[src/rtl/wp_pkg.sv]
package wp_pkg;
  typedef enum logic [1:0] {
    KS_LOCKED = 2'd0,
    KS_ARMED  = 2'd1,
    KS_OPEN   = 2'd2
  } key_state_e;
endpackage

[src/rtl/wp_addr_decode.sv]
module wp_addr_decode #(
  parameter int ADDR_W   = 8,
  parameter int NUM_PROT = 2,
  parameter logic [NUM_PROT-1:0][ADDR_W-1:0] PROT_ADDRS = '{8'h20, 8'h18},
  parameter logic [ADDR_W-1:0] KEY_ADDR = 8'h24
) (
  input  logic [ADDR_W-1:0] addr_i,
  output logic              is_prot_o,
  output logic              is_key_o
);
  logic [NUM_PROT-1:0] hit;

  for (genvar g = 0; g < NUM_PROT; g++) begin : g_cmp
    assign hit[g] = (addr_i == PROT_ADDRS[g]);
  end

  assign is_prot_o = |hit;
  assign is_key_o  = (addr_i == KEY_ADDR);
endmodule

[src/rtl/wp_key_fsm.sv]
module wp_key_fsm
  import wp_pkg::*;
#(
  parameter int         KEY_W  = 8,
  parameter logic [7:0] KEY_A  = 8'hCA,
  parameter logic [7:0] KEY_B  = 8'h53,
  parameter logic [7:0] LOCK_V = 8'hFF
) (
  input  logic             clk,
  input  logic             rst_n,
  input  logic             key_wr_i,
  input  logic [KEY_W-1:0] key_byte_i,
  output logic             open_o
);
  key_state_e state_q, state_d;

  always_comb begin
    state_d = state_q;
    if (key_wr_i) begin
      unique case (state_q)
        KS_LOCKED: state_d = (key_byte_i == KEY_A) ? KS_ARMED : KS_LOCKED;
        KS_ARMED:  state_d = (key_byte_i == KEY_B) ? KS_OPEN  : KS_LOCKED;
        KS_OPEN:   state_d = KS_LOCKED;
        default:   state_d = KS_LOCKED;
      endcase
      if (key_byte_i == LOCK_V) state_d = KS_LOCKED;
    end
  end

  always_ff @(posedge clk or negedge rst_n) begin
    if (!rst_n) state_q <= KS_LOCKED;
    else        state_q <= state_d;
  end

  assign open_o = (state_q == KS_OPEN);
endmodule

[src/rtl/wp_write_gate.sv]
module wp_write_gate #(
  parameter int ADDR_W = 8,
  parameter int DATA_W = 32
) (
  input  logic              valid_i,
  input  logic              is_prot_i,
  input  logic              is_key_i,
  input  logic              open_i,
  input  logic              rf_ready_i,
  input  logic [ADDR_W-1:0] addr_i,
  input  logic [DATA_W-1:0] data_i,
  output logic              ready_o,
  output logic              key_wr_o,
  output logic              rf_we_o,
  output logic [ADDR_W-1:0] rf_addr_o,
  output logic [DATA_W-1:0] rf_data_o
);
  logic dropped;
  logic to_rf;

  assign dropped   = is_prot_i && !open_i;
  assign to_rf     = !is_key_i && !dropped;
  assign ready_o   = is_key_i || dropped || rf_ready_i;
  assign key_wr_o  = valid_i && is_key_i;
  assign rf_we_o   = valid_i && to_rf && rf_ready_i;
  assign rf_addr_o = addr_i;
  assign rf_data_o = data_i;
endmodule

[src/rtl/wp_guard.sv]
module wp_guard #(
  parameter int ADDR_W   = 8,
  parameter int DATA_W   = 32,
  parameter int NUM_PROT = 2,
  parameter logic [NUM_PROT-1:0][ADDR_W-1:0] PROT_ADDRS = '{8'h20, 8'h18},
  parameter logic [ADDR_W-1:0] KEY_ADDR = 8'h24,
  parameter logic [7:0] KEY_A  = 8'hCA,
  parameter logic [7:0] KEY_B  = 8'h53,
  parameter logic [7:0] LOCK_V = 8'hFF
) (
  input  logic              clk,
  input  logic              rst_n,
  input  logic              wr_valid_i,
  output logic              wr_ready_o,
  input  logic [ADDR_W-1:0] wr_addr_i,
  input  logic [DATA_W-1:0] wr_data_i,
  output logic              rf_we_o,
  input  logic              rf_ready_i,
  output logic [ADDR_W-1:0] rf_addr_o,
  output logic [DATA_W-1:0] rf_data_o,
  output logic              unlocked_o
);
  localparam int KEY_W = 8;

  logic is_prot, is_key, key_wr, open;

  wp_addr_decode #(
    .ADDR_W(ADDR_W), .NUM_PROT(NUM_PROT),
    .PROT_ADDRS(PROT_ADDRS), .KEY_ADDR(KEY_ADDR)
  ) i_dec (
    .addr_i(wr_addr_i), .is_prot_o(is_prot), .is_key_o(is_key)
  );

  wp_key_fsm #(
    .KEY_W(KEY_W), .KEY_A(KEY_A), .KEY_B(KEY_B), .LOCK_V(LOCK_V)
  ) i_fsm (
    .clk(clk), .rst_n(rst_n), .key_wr_i(key_wr),
    .key_byte_i(wr_data_i[KEY_W-1:0]), .open_o(open)
  );

  wp_write_gate #(.ADDR_W(ADDR_W), .DATA_W(DATA_W)) i_gate (
    .valid_i(wr_valid_i), .is_prot_i(is_prot), .is_key_i(is_key),
    .open_i(open), .rf_ready_i(rf_ready_i), .addr_i(wr_addr_i),
    .data_i(wr_data_i), .ready_o(wr_ready_o), .key_wr_o(key_wr),
    .rf_we_o(rf_we_o), .rf_addr_o(rf_addr_o), .rf_data_o(rf_data_o)
  );

  assign unlocked_o = open;
endmodule

[config.mk]
export PLATFORM = sky130hd
export DESIGN_NAME = wp_guard
export DESIGN_NICKNAME = d
export VERILOG_FILES = /design/src/rtl/wp_pkg.sv /design/src/rtl/wp_addr_decode.sv /design/src/rtl/wp_key_fsm.sv /design/src/rtl/wp_write_gate.sv /design/src/rtl/wp_guard.sv
export SDC_FILE = /design/constraint.sdc
export NUM_CORES = 1
export LEC_CHECK = 0
export CAP_MARGIN = 5
export CORE_UTILIZATION = 23
export DETAILED_ROUTE_END_ITERATION = 6
export PLACE_DENSITY = 0.85
export SYNTH_ARGS = -nofsm -noshare
export SYNTH_HDL_FRONTEND = slang
export SYNTH_SLANG_ARGS = --single-unit
[constraint.sdc]
create_clock -name clk -period 1.8 [get_ports clk]
set_input_delay 0.27 -clock clk [delete_from_list [all_inputs] [get_ports clk]]
set_output_delay 0.27 -clock clk [all_outputs]
set_load 0.02 [all_outputs]
==> results.md, run 1 <==
* Outcome: finished clean
* Die W at 49.00 um
* Worst-Margin Slew at 0.3844 ns
* Grt total ovfl at 0
* Sw Pwr at 89.15 uW
* Max Cap Viol at 0
* Clock Power Share at 32.9%
* Largest reg by FF count: i_fsm.state_q
* Worst-path cell chain: clkdlybuf4s50_1 -> nor4_4 -> o221ai_2 -> and3_1 -> buf_2
* DR vias at 416
* Full die area at 2401 um^2
* Pleak at 0.3285 nW
* Sequential share of the synthesized area at 9.852%
* RSZ-0062 raised after global routing: false
* Final setup TNS at 0 ns
* Final core occ at 35.15%
* Gr usage total at 9.961%
* Fillers at 209
* CP max-delay cell: clkdlybuf4s50_1
* Diode count at 0
* Period utilization at 95.92%
* Final wirelength at 1147 um
* Crit Path Max Fanout at 2
* Core area at 2022 um^2
* Max FFs per register at 2
* Critical path class: in2out
* Row count at 16
* Starting Density at 25.12%
* Drt initial violations at 3
* Critical Path AT at 1.46 ns
* CTS tree: built
* Initial antenna violation count at 0
* DR vias/cell at 4.426
* Pre-antenna DRT Iters at 2
* H-tree levels at 1
* Post-synth cell types at 15
* Flop pwr share at 16.5%
* Register area at 50.05 um^2
* Clock Latency Late Sink at 0.22 ns
* Final Setup Violations at 0
* Multi-input logic area at 177.7 um^2
* Ports at 87
* Post-synthesis sequential element count at 2
* Share of cells above drive strength 1 at 25.37%
* Largest net degree at the start of global routing at 4
* IO Port Bufs at 38
* P_int at 205.0 uW
* Req. time, crit path at 1.53 ns
* Worst Hold Class: in2async
* Routability Congestion at 0.6217
* Final setup skew at 0.001816 ns
* Vias in the first global route at 427
* Startpoint Class: input pin
* TritonCTS Sinks at 2
* Synth warn at 0
* Final net count at 113
* Root Buffer: clkbuf_4
* Post-Syn Area at 508.0 um^2
* First-pass GRT wire length at 1883 um
* Mean area per synthesized cell at 8.610 um^2
* Pins over their slew limit at 0
* Critical Path End Type: output pin
* Mapped Cells at 59
* DR DRC count at 0
* Mapped Nets at 103
* CP peak stage delay at 0.46 ns
* Part of the power in combinational logic at 50.5%
* Avg WL per Cell at 12.20 um
* Pwr Total at 294.2 uW
* Hold Violations, Final at 0
* P per Cell Area at 413.9 nW/um^2
* CTS Hold Bufs at 0
* Fin crit period at 1.727 ns
* Maximum root-to-sink buffer count at 2
* Area delta synth->final at 39.90%
* Sw Ratio at 30.31%
* Peak supply drop at 0.2552 mV
* Clock transition at the registers of the reported paths at 0.03 ns
* Num CTS Buffers at 3
* Slew HR at 74.01%
* Fmax at 579.2 MHz
* Remaining antenna violation count at 0
* Largest registers: i_fsm.state_q (2)
* Die Span Y at 49.00 um
per-stage QoR:
step	cells	hold WS (ns)	instance area (um^2)	setup slack (ns)
after floorplan	59	-0.02559	508.0	0.5352
after global placement	89	0.4430	659.4	-0.4214
after detailed placement	89	0.4443	659.4	-0.4552
after CTS	92	0.2084	693.2	0.006181
after global routing	94	0.2047	710.7	0.02329
final	94	0.2139	710.7	0.07348
kinds of logic after synthesis:
logic type | Yosys count | share of synthesized area (%)
AND/OR/NAND/NOR | 12 | 23.65
AO/OA/AOI/OAI | 1 | 1.724
multiplexers | 2 | 4.187
flip-flops | 2 | 9.853
buffers and inverters | 42 | 60.59
worst paths after layout:
path / cells after the start / from / slack, ns / endpoint
worst min-delay path: 1 / rst_n / 0.21 / i_fsm.state_q[1]$_DFFE_PN0P_
max in group asynchronous: 1 / rst_n / 1.47 / i_fsm.state_q[0]$_DFFE_PN0P_
worst min register to register: 2 / i_fsm.state_q[1]$_DFFE_PN0P_ / 0.56 / i_fsm.state_q[1]$_DFFE_PN0P_
worst max-delay path: 5 / wr_addr_i[1] / 0.07 / rf_we_o
worst max register to register: 3 / i_fsm.state_q[1]$_DFFE_PN0P_ / 0.58 / i_fsm.state_q[0]$_DFFE_PN0P_
min in group clk: 0 / wr_data_i[21] / 0.54 / rf_data_o[21]
area by class of cell:
| type | count | share of cell area, % |
|---|---|---|
| clock buffer | 3 | 3.169 |
| timing repair buffer | 45 | 58.98 |
| multi-input combinational | 15 | 25.00 |
| tap | 27 | 4.754 |
| inverter | 2 | 1.056 |
| sequential | 2 | 7.042 |
power groups by stage:
stage / clock network (mW) / registers, mW / logic, mW
2_1_floorplan: 0 / 0.0487 / 0.147
3_3_place_gp: 0 / 0.0494 / 0.144
3_5_place_dp: 0 / 0.0494 / 0.147
4_1_cts: 0.103 / 0.0489 / 0.148
5_1_grt: 0.106 / 0.0492 / 0.157
6_report: 0.0968 / 0.0487 / 0.149
repair_timing:
| item | 4_1_cts | 5_1_grt |
|---|---|---|
| pin swaps | 2 | 4 |
| setup endpoints to repair | 2 | 2 |
| gates resized for setup | 17 | 1 |
| setup buffers | 0 | 2 |
cells in the final DEF (no fill, tap or decap):
cell / n
nor4b_1: 1
buf_2: 2
nor4_4: 1
nor4bb_4: 1
clkbuf_4: 3
and4b_1: 1
and3_1: 1
mux2i_1: 1
clkdlybuf4s50_1: 30
nand4_1: 1
buf_4: 7
nand4_2: 1
mux2_1: 1
dfrtp_1: 2
dlygate4sd2_1: 5
nor4bb_1: 2
nor3b_4: 1
dlymetal6s2s_1: 1
inv_1: 2
nand2b_1: 2
o221ai_2: 1
layer usage:
layer | wire length (um) | global-route usage (%) | vias to the layer above
li1 | - | - | 187
met5 | 0 | 0 | -
met2 | 577 | 17.59 | 31
met4 | 68 | 10.29 | 0
met1 | 353 | 8.380 | 180
met3 | 148 | 3.427 | 18
Yosys cell counts:
cell type	instances	area share, %
and3_1	1	1.2
and4b_1	1	2.0
buf_4	40	59
dfrtp_1	2	9.9
inv_1	2	1.5
mux2_1	1	2.2
mux2i_1	1	2.0
nand2b_1	2	2.5
nand4_1	1	1.2
nand4_2	1	2.5
nor3b_2	1	2.5
nor4_4	1	4.2
nor4b_1	1	1.7
nor4bb_1	3	5.9
o221ai_1	1	1.7
worst max-delay path, delay by kind of cell:
family                 cells  cell delay, ns
AO/OA/AOI/OAI              1            0.14
buffers and inverters      2            0.61
AND/OR/NAND/NOR            2            0.43
Note: power is estimated with default switching activity, not from simulation.
==> inputs of run 2 (changes only) <==
- CORE_UTILIZATION: 23 -> 21
- PLACE_DENSITY: 0.85 -> 0.78
- clock period: 1.8 -> 1.7 ns (I/O delays scaled with it)
==> results.md, run 2 (synthesis gave the netlist of run 1 again) <==
* Outcome: finished clean (unchanged)
* CP max-delay cell: clkdlybuf4s50_1 (unchanged)
* Row count at 17 (was 16)
* Clock Latency Late Sink at 0.22 ns (about the same)
* Req. time, crit path at 1.44 ns (was 1.53 ns)
* RSZ-0062 raised after global routing: false (unchanged)
* Design Area, Final at 726.9 um^2 (was 710.7 um^2)
* Remaining antenna violation count at 0 (unchanged)
* Grt total ovfl at 0 (unchanged)
* Drt initial violations at 4 (was 3)
* M1 WL at 370 um (was 353 um)
* Avg WL per Cell at 12.24 um (was 12.20 um)
* Share of cells above drive strength 1 at 27.54% (was 25.37%)
* Fin Hold WS at 0.2031 ns (was 0.2139 ns)
* Pleak at 0.3300 nW (was 0.3285 nW)
* Largest net degree at the start of global routing at 4 (unchanged)
* IO Port Bufs at 38 (unchanged)
* Initial antenna violation count at 0 (unchanged)
* Max Cap Viol at 0 (unchanged)
* Root Buffer: clkbuf_4 (unchanged)
* Register area at 50.05 um^2 (unchanged)
* Hold Violations, Final at 0 (unchanged)
* DR DRC count at 0 (unchanged)
* P per Cell Area at 435.1 nW/um^2 (was 413.9 nW/um^2)
* Die Span Y at 51.19 um (was 49.00 um)
* Hpwl dp at 984.4 um
* Routability Congestion at 0.6241 (was 0.6217)
* Multi-input logic area at 177.7 um^2 (unchanged)
* Num CTS Buffers at 3 (unchanged)
* CTS Hold Bufs at 0 (unchanged)
* Crit Path Max Fanout at 2 (unchanged)
* DP Cell Count at 93 (was 89)
* DP Area at 683.2 um^2 (was 659.4 um^2)
* CP peak stage delay at 0.64 ns (was 0.46 ns)
* Diode count at 0 (unchanged)
* DR vias/cell at 4.268 (was 4.426)
* Startpoint Class: input pin (unchanged)
* Area delta synth->final at 43.10% (was 39.90%)
* Gr usage total at 9.215% (was 9.961%)
* Critical path class: in2out (unchanged)
* Slew HR at 73.77% (was 74.01%)
* Most used cell, CP: clkdlybuf4s50_1
* Critical Path End Type: output pin (unchanged)
* Starting Density at 22.53% (was 25.12%)
* Maximum root-to-sink buffer count at 2 (unchanged)
* Core area at 2255 um^2 (was 2022 um^2)
* Most frequent cells in the layout: clkdlybuf4s50_1, buf_4, dlygate4sd2_1, clkbuf_4 (unchanged)
* CTS tree: built (unchanged)
* Fin crit period at 1.680 ns
* Final setup skew at 0.001008 ns (was 0.001816 ns)
* Layout Cells excl Fill at 97 (was 94)
* Pwr Total at 316.3 uW (was 294.2 uW)
* Critical Path AT at 1.43 ns (was 1.46 ns)
* Vias in the first global route at 416 (was 427)
* First-pass GRT wire length at 1773 um (was 1883 um)
* Worst-path cell chain: clkdlybuf4s50_1 -> clkdlybuf4s50_1 (was clkdlybuf4s50_1 -> nor4_4 -> o221ai_2 -> and3_1 -> buf_2)
* Fmax at 595.1 MHz
* Largest reg by FF count: i_fsm.state_q (unchanged)
* Commonest non-fill, non-tap cell in the layout: clkdlybuf4s50_1 (unchanged)
* TritonCTS Sinks at 2 (unchanged)
* Worst Hold Class: in2async (unchanged)
* Top cell family by delay on the critical path: buffers and inverters (unchanged)
* H-tree levels at 1 (unchanged)
* CP Buf/Inv Count at 2 (unchanged)
* Clock transition at the registers of the reported paths at 0.03 ns (about the same)
* Max layer used: met4 (unchanged)
* Peak supply drop at 0.1911 mV (was 0.2552 mV)
* Final net count at 115 (was 113)
* Ports at 87 (unchanged)
* Pre-antenna DRT Iters at 2 (unchanged)
* Largest registers: i_fsm.state_q (2) (unchanged)
* Max FFs per register at 2 (unchanged)
* Final wirelength at 1187 um (was 1147 um)
* WL met3 at 159 um (was 148 um)
* Full die area at 2620 um^2 (was 2401 um^2)
* Die W at 51.19 um (was 49.00 um)
* Final setup TNS at 0 ns (unchanged)
* Fillers at 258 (was 209)
* Period utilization at 98.85%
* Met2 WL at 635 um (was 577 um)
* Final Setup Violations at 0 (unchanged)
* Worst-Margin Slew at 0.3881 ns (was 0.3844 ns)
* DR vias at 414 (was 416)
* Pins over their slew limit at 0 (unchanged)
## run 2: changes by cell type in the layout (fill, tap and decap cells not counted), sizes merged
cell,previous run,this run
buf,9,11
clkdlybuf4s50,30,28
dlygate4sd2,5,8
dlymetal6s2s,1,0
## run 2: worst paths after layout
kind,from,to,slack (ns),cells past startpoint
worst max register to register,i_fsm.state_q[1]$_DFFE_PN0P_,i_fsm.state_q[0]$_DFFE_PN0P_,0.36,4
min in group clk,wr_data_i[29],rf_data_o[29],0.51,0
worst max-delay path,wr_addr_i[1],rf_addr_o[1],0.02,2
worst min register to register,i_fsm.state_q[0]$_DFFE_PN0P_,i_fsm.state_q[0]$_DFFE_PN0P_,0.60,2
max in group asynchronous,rst_n,i_fsm.state_q[0]$_DFFE_PN0P_,1.37,1
worst min-delay path,rst_n,i_fsm.state_q[1]$_DFFE_PN0P_,0.20,1
## run 2: worst register-to-register path: stages (launching register included)
cell	delay, ns
dfrtp_1	0.36
buf_4	0.14
nor4b_1	0.40
and4b_1	0.25
mux2_1	0.12
## run 2: timing repair
item / in CTS / in global routing
setup endpoints to repair: 4 / 0
buffers inserted: 1 / 0
gates resized for setup: 22 / 0
endpoints found under the hold margin: 0 / 0
## run 2: layout make-up
type,count,share of cell area [%]
clock buffer,3,3.098
sequential,2,6.885
multi-input combinational,15,24.44
inverter,2,1.033
timing repair buffer,47,59.72
tap,28,4.819
## run 2: stage by stage
stage / util, % / setup WS [ns]
floorplan: - / 0.4502
global placement: 30.30 / -0.5023
detailed placement: 30.30 / -0.5471
CTS: 32.24 / 0.02570
global route: 32.24 / 0.004836
finish: 32.24 / 0.01958
## run 2: report_power, final
part / switching, mW / internal (mW)
combinational: 0.0699 / 0.0911
clock: 0.0267 / 0.0779
sequential: 0.000926 / 0.0499
total: 0.0974 / 0.219
## run 2: per-layer routing
| metal | GRT usage [%] | vias to the layer above |
|---|---|---|
| li1 | - | 188 |
| met1 | 7.584 | 177 |
| met2 | 17.11 | 41 |
| met3 | 3.274 | 8 |
| met4 | 7.870 | 0 |
| met5 | 0 | - |
